--- config.mk ---
export PLATFORM = sky130hd
export DESIGN_NAME = cpu_ratio_clkgen
export DESIGN_NICKNAME = d
export VERILOG_FILES = /design/src/rtl/cpu_ratio_clkgen.sv
export SDC_FILE = /design/constraint.sdc
export NUM_CORES = 1
export LEC_CHECK = 0
export ABC_CLOCK_PERIOD_IN_PS = 2350
export CORE_ASPECT_RATIO = 0.6
export CORE_MARGIN = 3
export CORE_UTILIZATION = 35
export CTS_BUF_LIST = sky130_fd_sc_hd__clkbuf_8
export DETAILED_ROUTE_END_ITERATION = 12
export PLACE_DENSITY = 0.72
export SLEW_MARGIN = 40
export SYNTH_ARGS = -nofsm -noshare
export SYNTH_HDL_FRONTEND = slang
export SYNTH_SLANG_ARGS = --single-unit
--- constraint.sdc ---
create_clock -name clk -period 2.35 [get_ports clk]
set_input_delay 0.47 -clock clk [delete_from_list [all_inputs] [get_ports clk]]
set_output_delay 0.47 -clock clk [all_outputs]
set_load 0.02 [all_outputs]
--- src/rtl/cpu_ratio_clkgen.sv ---
module cpu_ratio_clkgen #(
  parameter int DIV_W   = 6,
  parameter int REG_W   = 32,
  parameter int SEL_LO  = 4,
  parameter int DIV_LO  = 8,
  parameter int GATE_LO = 24,
  parameter int N_OUT   = 4
) (
  input  logic             clk,
  input  logic             rst_n,
  input  logic             pll_core_tick,
  input  logic             pll_mem_tick,
  input  logic             pll_io_tick,
  input  logic             cfg_wr,
  input  logic             cfg_addr,
  input  logic [REG_W-1:0] cfg_wdata,
  output logic [N_OUT-1:0] ce_out
);
  localparam int MID_W  = 2;
  localparam int SLOW_W = 3;

  logic [1:0]       sel_q;
  logic [DIV_W-1:0] div_q;
  logic [N_OUT-1:0] gate_q;
  logic             mode_q;

  logic [DIV_W-1:0]  div_cnt;
  logic              half_cnt;
  logic [MID_W-1:0]  mid_cnt;
  logic [SLOW_W-1:0] slow_cnt;

  wire ctrl_wr = cfg_wr & ~cfg_addr;
  wire mode_wr = cfg_wr & cfg_addr;
  wire [1:0]       new_sel = cfg_wdata[SEL_LO +: 2];
  wire [DIV_W-1:0] new_div = cfg_wdata[DIV_LO +: DIV_W];
  wire unused_wdata = ^cfg_wdata;

  wire resync = (ctrl_wr & ((new_sel != sel_q) | (new_div != div_q)))
              | (mode_wr & (cfg_wdata[0] != mode_q));

  logic src_tick;
  always_comb begin
    case (sel_q)
      2'd2:    src_tick = pll_mem_tick;
      2'd3:    src_tick = pll_io_tick;
      default: src_tick = pll_core_tick;
    endcase
  end

  wire [DIV_W-1:0]  div_lim  = (div_q == '0) ? '0 : div_q - 1'b1;
  wire [MID_W-1:0]  mid_lim  = mode_q ? MID_W'(2) : MID_W'(1);
  wire [SLOW_W-1:0] slow_lim = mode_q ? SLOW_W'(5) : SLOW_W'(3);

  logic [N_OUT-1:0] raw;
  assign raw[0] = src_tick & (div_cnt == div_lim);
  assign raw[1] = raw[0] & half_cnt;
  assign raw[2] = raw[0] & (mid_cnt == mid_lim);
  assign raw[3] = raw[0] & (slow_cnt == slow_lim);

  always_ff @(posedge clk or negedge rst_n) begin
    if (!rst_n) begin
      sel_q  <= '0;
      div_q  <= '0;
      gate_q <= '0;
      mode_q <= 1'b0;
    end else begin
      if (ctrl_wr) begin
        sel_q  <= new_sel;
        div_q  <= new_div;
        gate_q <= cfg_wdata[GATE_LO +: N_OUT];
      end
      if (mode_wr) mode_q <= cfg_wdata[0];
    end
  end

  always_ff @(posedge clk or negedge rst_n) begin
    if (!rst_n) begin
      div_cnt  <= '0;
      half_cnt <= 1'b0;
      mid_cnt  <= '0;
      slow_cnt <= '0;
      ce_out   <= '0;
    end else if (resync) begin
      div_cnt  <= '0;
      half_cnt <= 1'b0;
      mid_cnt  <= '0;
      slow_cnt <= '0;
      ce_out   <= '0;
    end else begin
      if (src_tick) div_cnt <= raw[0] ? '0 : div_cnt + 1'b1;
      if (raw[0]) begin
        half_cnt <= ~half_cnt;
        mid_cnt  <= raw[2] ? '0 : mid_cnt + 1'b1;
        slow_cnt <= raw[3] ? '0 : slow_cnt + 1'b1;
      end
      ce_out <= raw & gate_q;
    end
  end
endmodule

==> results of run 1 <==
-- path summary, 6_finish.rpt --
| kind | start | endpoint | slack, ns | depth (start not counted) |
|---|---|---|---|---|
| hold / removal | gate_q[0]$_DFFE_PN0P_ | gate_q[0]$_DFFE_PN0P_ | 0.50 | 1 |
| max in group asynchronous | rst_n | mid_cnt[0]$_DFFE_PN0P_ | 1.50 | 2 |
| setup / recovery | div_q[0]$_DFFE_PN0P_ | mid_cnt[1]$_DFFE_PN0P_ | 0.11 | 7 |
| setup reg to reg | div_q[0]$_DFFE_PN0P_ | mid_cnt[1]$_DFFE_PN0P_ | 0.11 | 7 |
| hold reg to reg | gate_q[0]$_DFFE_PN0P_ | gate_q[0]$_DFFE_PN0P_ | 0.50 | 1 |
| min in group asynchronous | rst_n | sel_q[0]$_DFFE_PN0P_ | 0.57 | 2 |
-- registers in the layout (all words and copies together), names as in the netlist --
name	flops
div_cnt	6
sel_q	2
mode_q	1
half_cnt	1
slow_cnt	3
div_q	6
mid_cnt	2
ce_out	4
gate_q	4
-- routing by layer --
| metal | track usage | routed length [um] | vias to the layer above | share of wire |
|---|---|---|---|---|
| met2 | 0.2194 | 1684 | 14 | 0.44 |
| met4 | 0.05061 | 46 | 0 | 0.012 |
| met1 | 0.2159 | 1989 | 667 | 0.52 |
| li1 | - | - | 682 | - |
| met3 | 0.04277 | 123 | 7 | 0.032 |
| met5 | 0 | 0 | - | 0 |
-- synthesized netlist by cell type (2+ instances only) --
cell type	number	area share
nand3_1	2	0.0059
nor3_1	8	0.024
dfrtp_1	29	0.43
clkbuf_1	4	0.0089
and4_1	2	0.010
nand2_1	13	0.029
a21o_1	2	0.0089
inv_1	2	0.0045
nor2b_1	5	0.019
nor3b_1	4	0.018
a21oi_1	8	0.024
xor2_1	9	0.047
or3_2	2	0.0089
nor2_1	5	0.011
ha_1	3	0.022
nand4_1	4	0.015
o31ai_1	4	0.018
nand2b_1	2	0.0074
xnor2_1	8	0.042
nor4_1	2	0.0074
or4_1	2	0.0089
o21ai_0	12	0.036
mux2_2	12	0.080
mux2i_1	2	0.012
-- timing repair --
item                                    CTS  global route
pin swaps                                 1             3
hold buffers                              0             0
endpoints found under the setup margin    1            10
resized for setup                         2            13
setup buffers                             1             0
-- critical path, cell delays in order (launching register included) --
cell,delay (ns)
dfrtp_1,0.40
or4_1,0.55
o21ai_1,0.14
buf_4,0.15
xnor2_4,0.12
nand4_4,0.16
or4_4,0.50
a21oi_1,0.15
-- cell families (layout without fill, tap and decap cells) --
family                     count (synthesis)  after routing  share of synthesized area
buffers and inverters                     10             52                    0.03048
DFF                                       29             29                     0.4312
and+or+nand+nor                           58             58                     0.2052
muxes                                     14             14                    0.09219
xor gates and xnor gates                  17             17                    0.08848
adders and majority gates                  3              3                    0.02231
AOI/OAI and AO/OA                         34             34                     0.1301
-- stage by stage --
stage	area, um^2	setup WS (ns)
final	2288	0.1063
after global routing	2288	-0.01396
after CTS	2216	0.002452
after detailed placement	2079	-0.1155
after global placement	2079	-0.1077
after floorplan	1683	0.1475
-- where the power goes --
part	total, mW	switching, mW	internal (mW)
logic	0.505	0.242	0.263
registers	0.642	0.0854	0.557
clock network	0.547	0.203	0.344
-- layout make-up --
cell class                 instances  share of cell area
clock buffer                       6             0.03609
tap                               60             0.03280
timing repair buffer              42              0.1629
sequential                        29              0.3171
multi-input combinational        126              0.4314
inverter                           2            0.003280
clock inverter                     2             0.01640
==> out/metrics.csv, run 1 <==
stage,metric,value,unit
status,outcome,"finished, final reports clean",
finish,share of cells above drive strength 1,0.2560,
timing,TNS Setup,0,ns
finish,final cell count without fillers,267,
finish,"commonest non-fill, non-tap cell in the layout",dfrtp_1,
global_routing,vias in the first global route,1425,
synth,synthesized flop and latch total,29,
routing,Wirelength per Cell,14.39,um
clocking,Clock Tree Root,clkbuf_8,
routing,DRC viols,0,
floorplan,DIE WIDTH,95.52,um
routing,drt first-iter violations,40,
placed_design,Cells after DPL,258,
floorplan,die area,5704,um^2
synth,synth warn,0,
finish,final core occ,0.5238,
routing,Final ANT Viol Nets,0,
clocking,TritonCTS Sinks,29,
timing,max-slew violation count,0,
placed_design,hpwl dp,2825,um
pwr,VDD IR max,0.0003545,V
finish,nets,248,
timing,RSZ-0062 raised after global routing,true,
synth,"FFs w/ async S/R, synth",1.000,
floorplan,Initial Util,0.3852,
global_routing,initial antenna violation count,0,
pwr,PwrDens,740.6,nW/um^2
clocking,Clock transition at path regs,0.07,ns
routing,drt total wl,3843,um
finish,multi-input logic area,987.2,um^2
synth,Mapped Area,1683,um^2
synth,register area share after synthesis,0.4312,
floorplan,Row Count,18,
hold_path,Hold Path Class,register to register,
routing,Vias/cell,5.131,
finish,area grow syn2layout,35.98,%
synth,Avg Synthesized Cell Area,10.20,um^2
global_routing,global-route wire length before repair,6534,um
pwr,"Power, Total",1.695,mW
timing,final setup fails,0,
clocking,H-tree level count,2,
floorplan,Placeable Area,4369,um^2
setup_path,CP Capture Type,register,
timing,period utilisation layout,0.9547,
synth,synth unique cells,43,
timing,FMAX,0.4457,GHz
floorplan,Die Y-Extent,59.71,um
routing,vias post-DR,1370,
placed_design,placer congestion estimate,0.7990,
synth,post-synthesis cell count,165,
global_routing,GRT Overall Usage,0.1509,
setup_path,Critical Path Source Type,register,
finish,most frequent cells in the layout,"dfrtp_1 (29), clkdlybuf4s50_1 (23), buf_4 (19), nand2_1 (13), mux2_2 (12)",
setup_path,CP required,2.56,ns
finish,Sequential Area,725.7,um^2
setup_path,crit path max fanout,7,
finish,fillcell total,409,
synth,ys flop type,dfrtp_1,
synth,post-synth net total,207,
clocking,CTS tree,yes,
clocking,clock latency on the worst-skew pair,0.28,ns
timing,Layout Skew,0.007522,ns
finish,diode count,0,
placed_design,I/O Buffers,23,
timing,worst slew pin tran,0.7224,ns
global_routing,largest net degree at the start of global routing,30,
timing,Hold WS,0.4987,ns
setup_path,crit path kind,register to register,
flow_run,Max Cap Violations,0,
global_routing,total grt overflow,0,
clocking,CTS max path bufs,2,
clocking,CTS Buf Count,5,
synth,Post-synth EDFFs,0,
timing,Slew Limit Headroom,0.5133,
pwr,leakage power total,0.9121,nW
floorplan,I/O pins,43,
routing,First-pass DRT Iterations,4,
timing,Final min period,2.244,ns
setup_path,CP Data Arrival Time,2.46,ns
timing,Final Hold Fails,0,
Power figures use the tool's default switching activity.
==> run 2: changes to the inputs <==
--- a/config.mk
+++ b/config.mk
@@ -5,13 +5,13 @@
 export SDC_FILE = /design/constraint.sdc
 export NUM_CORES = 1
 export LEC_CHECK = 0
-export ABC_CLOCK_PERIOD_IN_PS = 2350
+export ABC_CLOCK_PERIOD_IN_PS = 2800
 export CORE_ASPECT_RATIO = 0.6
 export CORE_MARGIN = 3
 export CORE_UTILIZATION = 35
 export CTS_BUF_LIST = sky130_fd_sc_hd__clkbuf_8
 export DETAILED_ROUTE_END_ITERATION = 12
-export PLACE_DENSITY = 0.72
+export PLACE_DENSITY = 0.69
 export SLEW_MARGIN = 40
 export SYNTH_ARGS = -nofsm -noshare
 export SYNTH_HDL_FRONTEND = slang
==> constraint.sdc (replaced) <==
create_clock -name clk -period 2.8 [get_ports clk]
set_input_delay 0.56 -clock clk [delete_from_list [all_inputs] [get_ports clk]]
set_output_delay 0.56 -clock clk [all_outputs]
set_load 0.02 [all_outputs]
==> out/metrics.csv, run 2 (synthesis results as in run 1) <==
stage,metric,value,unit,change
routing,First-pass DRT Iterations,4,,unchanged
clocking,TritonCTS Sinks,29,,unchanged
setup_path,crit path kind,register to register,,
setup_path,WP buf/inv,0,,-1
placed_design,hpwl dp,2609,um,-7.6%
floorplan,DIE WIDTH,95.52,um,unchanged
setup_path,"slowest stage cell, crit path",or4_1,,
timing,Final min period,2.541,ns,+0.2976 ns
pwr,PwrDens,633.7,nW/um^2,-14%
setup_path,crit-path leading delay family,simple AND/OR/NAND/NOR gates,,
finish,share of cells above drive strength 1,0.1701,,-0.08594
finish,nets,235,,-5.2%
pwr,VDD IR max,0.0003402,V,-4.0%
clocking,clock latency on the worst-skew pair,0.28,ns,about the same
routing,drt first-iter violations,93,,+130%
pwr,leakage power total,0.8370,nW,-8.2%
clocking,CTS max path bufs,2,,unchanged
timing,Layout Skew,0.007164,ns,-0.0003579 ns
timing,Slew Limit Headroom,0.6704,,+0.1570
clocking,CTS Buf Count,5,,unchanged
global_routing,global-route wire length before repair,5899,um,-9.7%
placed_design,pre-CTS setup slack,0.2087,ns,+0.3242 ns
finish,"commonest non-fill, non-tap cell in the layout",dfrtp_1,,
timing,period utilisation layout,0.9076,,-0.04717
finish,area grow syn2layout,25.35,%,
routing,DRC viols,0,,unchanged
status,outcome,"finished, final reports clean",,
routing,vias post-DR,1289,,-5.9%
floorplan,Initial Util,0.3852,,unchanged
routing,drt total wl,3552,um,-7.6%
clocking,H-tree level count,2,,unchanged
setup_path,CP required,3.00,ns,+0.44 ns
placed_design,placed inst area,1989,um^2,-4.3%
setup_path,crit path max fanout,10,,+3
global_routing,GRT Overall Usage,0.1368,,-0.01410
setup_path,worst path cell trace,or4_1 -> o21ai_0 -> xnor2_1 -> nand4_2 -> or4_1 -> a21oi_1,,
global_routing,initial antenna violation count,0,,unchanged
placed_design,placer congestion estimate,0.8140,,+1.9%
floorplan,I/O pins,43,,unchanged
setup_path,CP Capture Type,register,,
flow_run,Max Cap Violations,0,,unchanged
clocking,Post-CTS Setup Bufs,0,,-1
setup_path,CP max stage delay,0.55,ns,about the same
clocking,cts hold-fix bufs,0,,unchanged
clocking,Clock transition at path regs,0.07,ns,about the same
finish,Post-Layout Inst Area,2110,um^2,-7.8%
clocking,Clock Tree Root,clkbuf_8,,
setup_path,most used cell along the critical path,or4_1,,
clocking,# resized after CTS,0,,-2
timing,final setup fails,0,,unchanged
finish,final cell count without fillers,254,,-4.9%
routing,Wirelength per Cell,13.98,um,-2.8%
global_routing,total grt overflow,0,,unchanged
finish,most frequent cells in the layout,"dfrtp_1 (29), clkdlybuf4s50_1 (23), nand2_1 (13), o21ai_0 (12), mux2_2 (12)",,
placed_design,Cells after DPL,246,,-4.7%
finish,final core occ,0.4828,,-0.04095
floorplan,Placeable Area,4369,um^2,unchanged
floorplan,die area,5704,um^2,unchanged
routing,Final ANT Viol Nets,0,,unchanged
setup_path,CP Data Arrival Time,2.74,ns,+0.28 ns
global_routing,vias in the first global route,1203,,-16%
timing,Hold WS,0.4993,ns,+0.0006190 ns
routing,Vias/cell,5.075,,-1.1%
timing,worst slew pin tran,0.4893,ns,-0.2331 ns
placed_design,I/O Buffers,23,,unchanged
timing,max-slew violation count,0,,unchanged
timing,RSZ-0062 raised after global routing,false,,
pwr,"Power, Total",1.337,mW,-21%
timing,FMAX,0.3935,GHz,-12%
finish,diode count,0,,unchanged
timing,Final Hold Fails,0,,unchanged
floorplan,Row Count,18,,unchanged
timing,TNS Setup,0,ns,unchanged
floorplan,Die Y-Extent,59.71,um,unchanged
timing,Setup WS post-layout,0.2588,ns,+0.1524 ns
global_routing,largest net degree at the start of global routing,30,,unchanged
hold_path,Hold Path Class,register to register,,
setup_path,Critical Path Source Type,register,,
finish,biggest regs,"div_cnt x6, div_q x6",,
clocking,CTS tree,yes,,
## run 2: layout make-up
type | instances | area (um^2)
timing repair buffer | 29 | 275.3
clock inverter | 2 | 37.54
inverter | 2 | 7.507
sequential | 29 | 725.7
multi-input combinational | 126 | 905.9
tap | 60 | 75.07
fill | 432 | 2260
clock buffer | 6 | 82.58
## run 2: worst paths after layout
kind | from | endpoint | slack, ns | depth (start not counted)
setup / recovery | div_q[0]$_DFFE_PN0P_ | mid_cnt[1]$_DFFE_PN0P_ | 0.26 | 6
hold / removal | gate_q[2]$_DFFE_PN0P_ | ce_out[2]$_DFF_PN0_ | 0.50 | 2
setup reg to reg | div_q[0]$_DFFE_PN0P_ | mid_cnt[1]$_DFFE_PN0P_ | 0.26 | 6
hold reg to reg | gate_q[2]$_DFFE_PN0P_ | ce_out[2]$_DFF_PN0_ | 0.50 | 2
max in group asynchronous | rst_n | div_q[5]$_DFFE_PN0P_ | 1.86 | 2
min in group asynchronous | rst_n | gate_q[1]$_DFFE_PN0P_ | 0.66 | 2
## run 2: power breakdown
part	internal (mW)	switching (mW)
clock network	0.289	0.166
registers	0.468	0.0751
logic	0.173	0.166
total	0.929	0.407
## run 2: per-layer routing
| layer | up-vias | part of all wire | track usage |
|---|---|---|---|
| met5 | - | 0 | 0 |
| met4 | 0 | 0.0048 | 0.03644 |
| met3 | 2 | 0.047 | 0.04151 |
| met2 | 25 | 0.39 | 0.1739 |
| met1 | 602 | 0.56 | 0.2177 |
| li1 | 660 | - | - |
## run 2: worst min-delay path: stages, from the launching register on
cell	delay [ns]
dfrtp_1	0.38
nand2_1	0.06
nor3_1	0.03
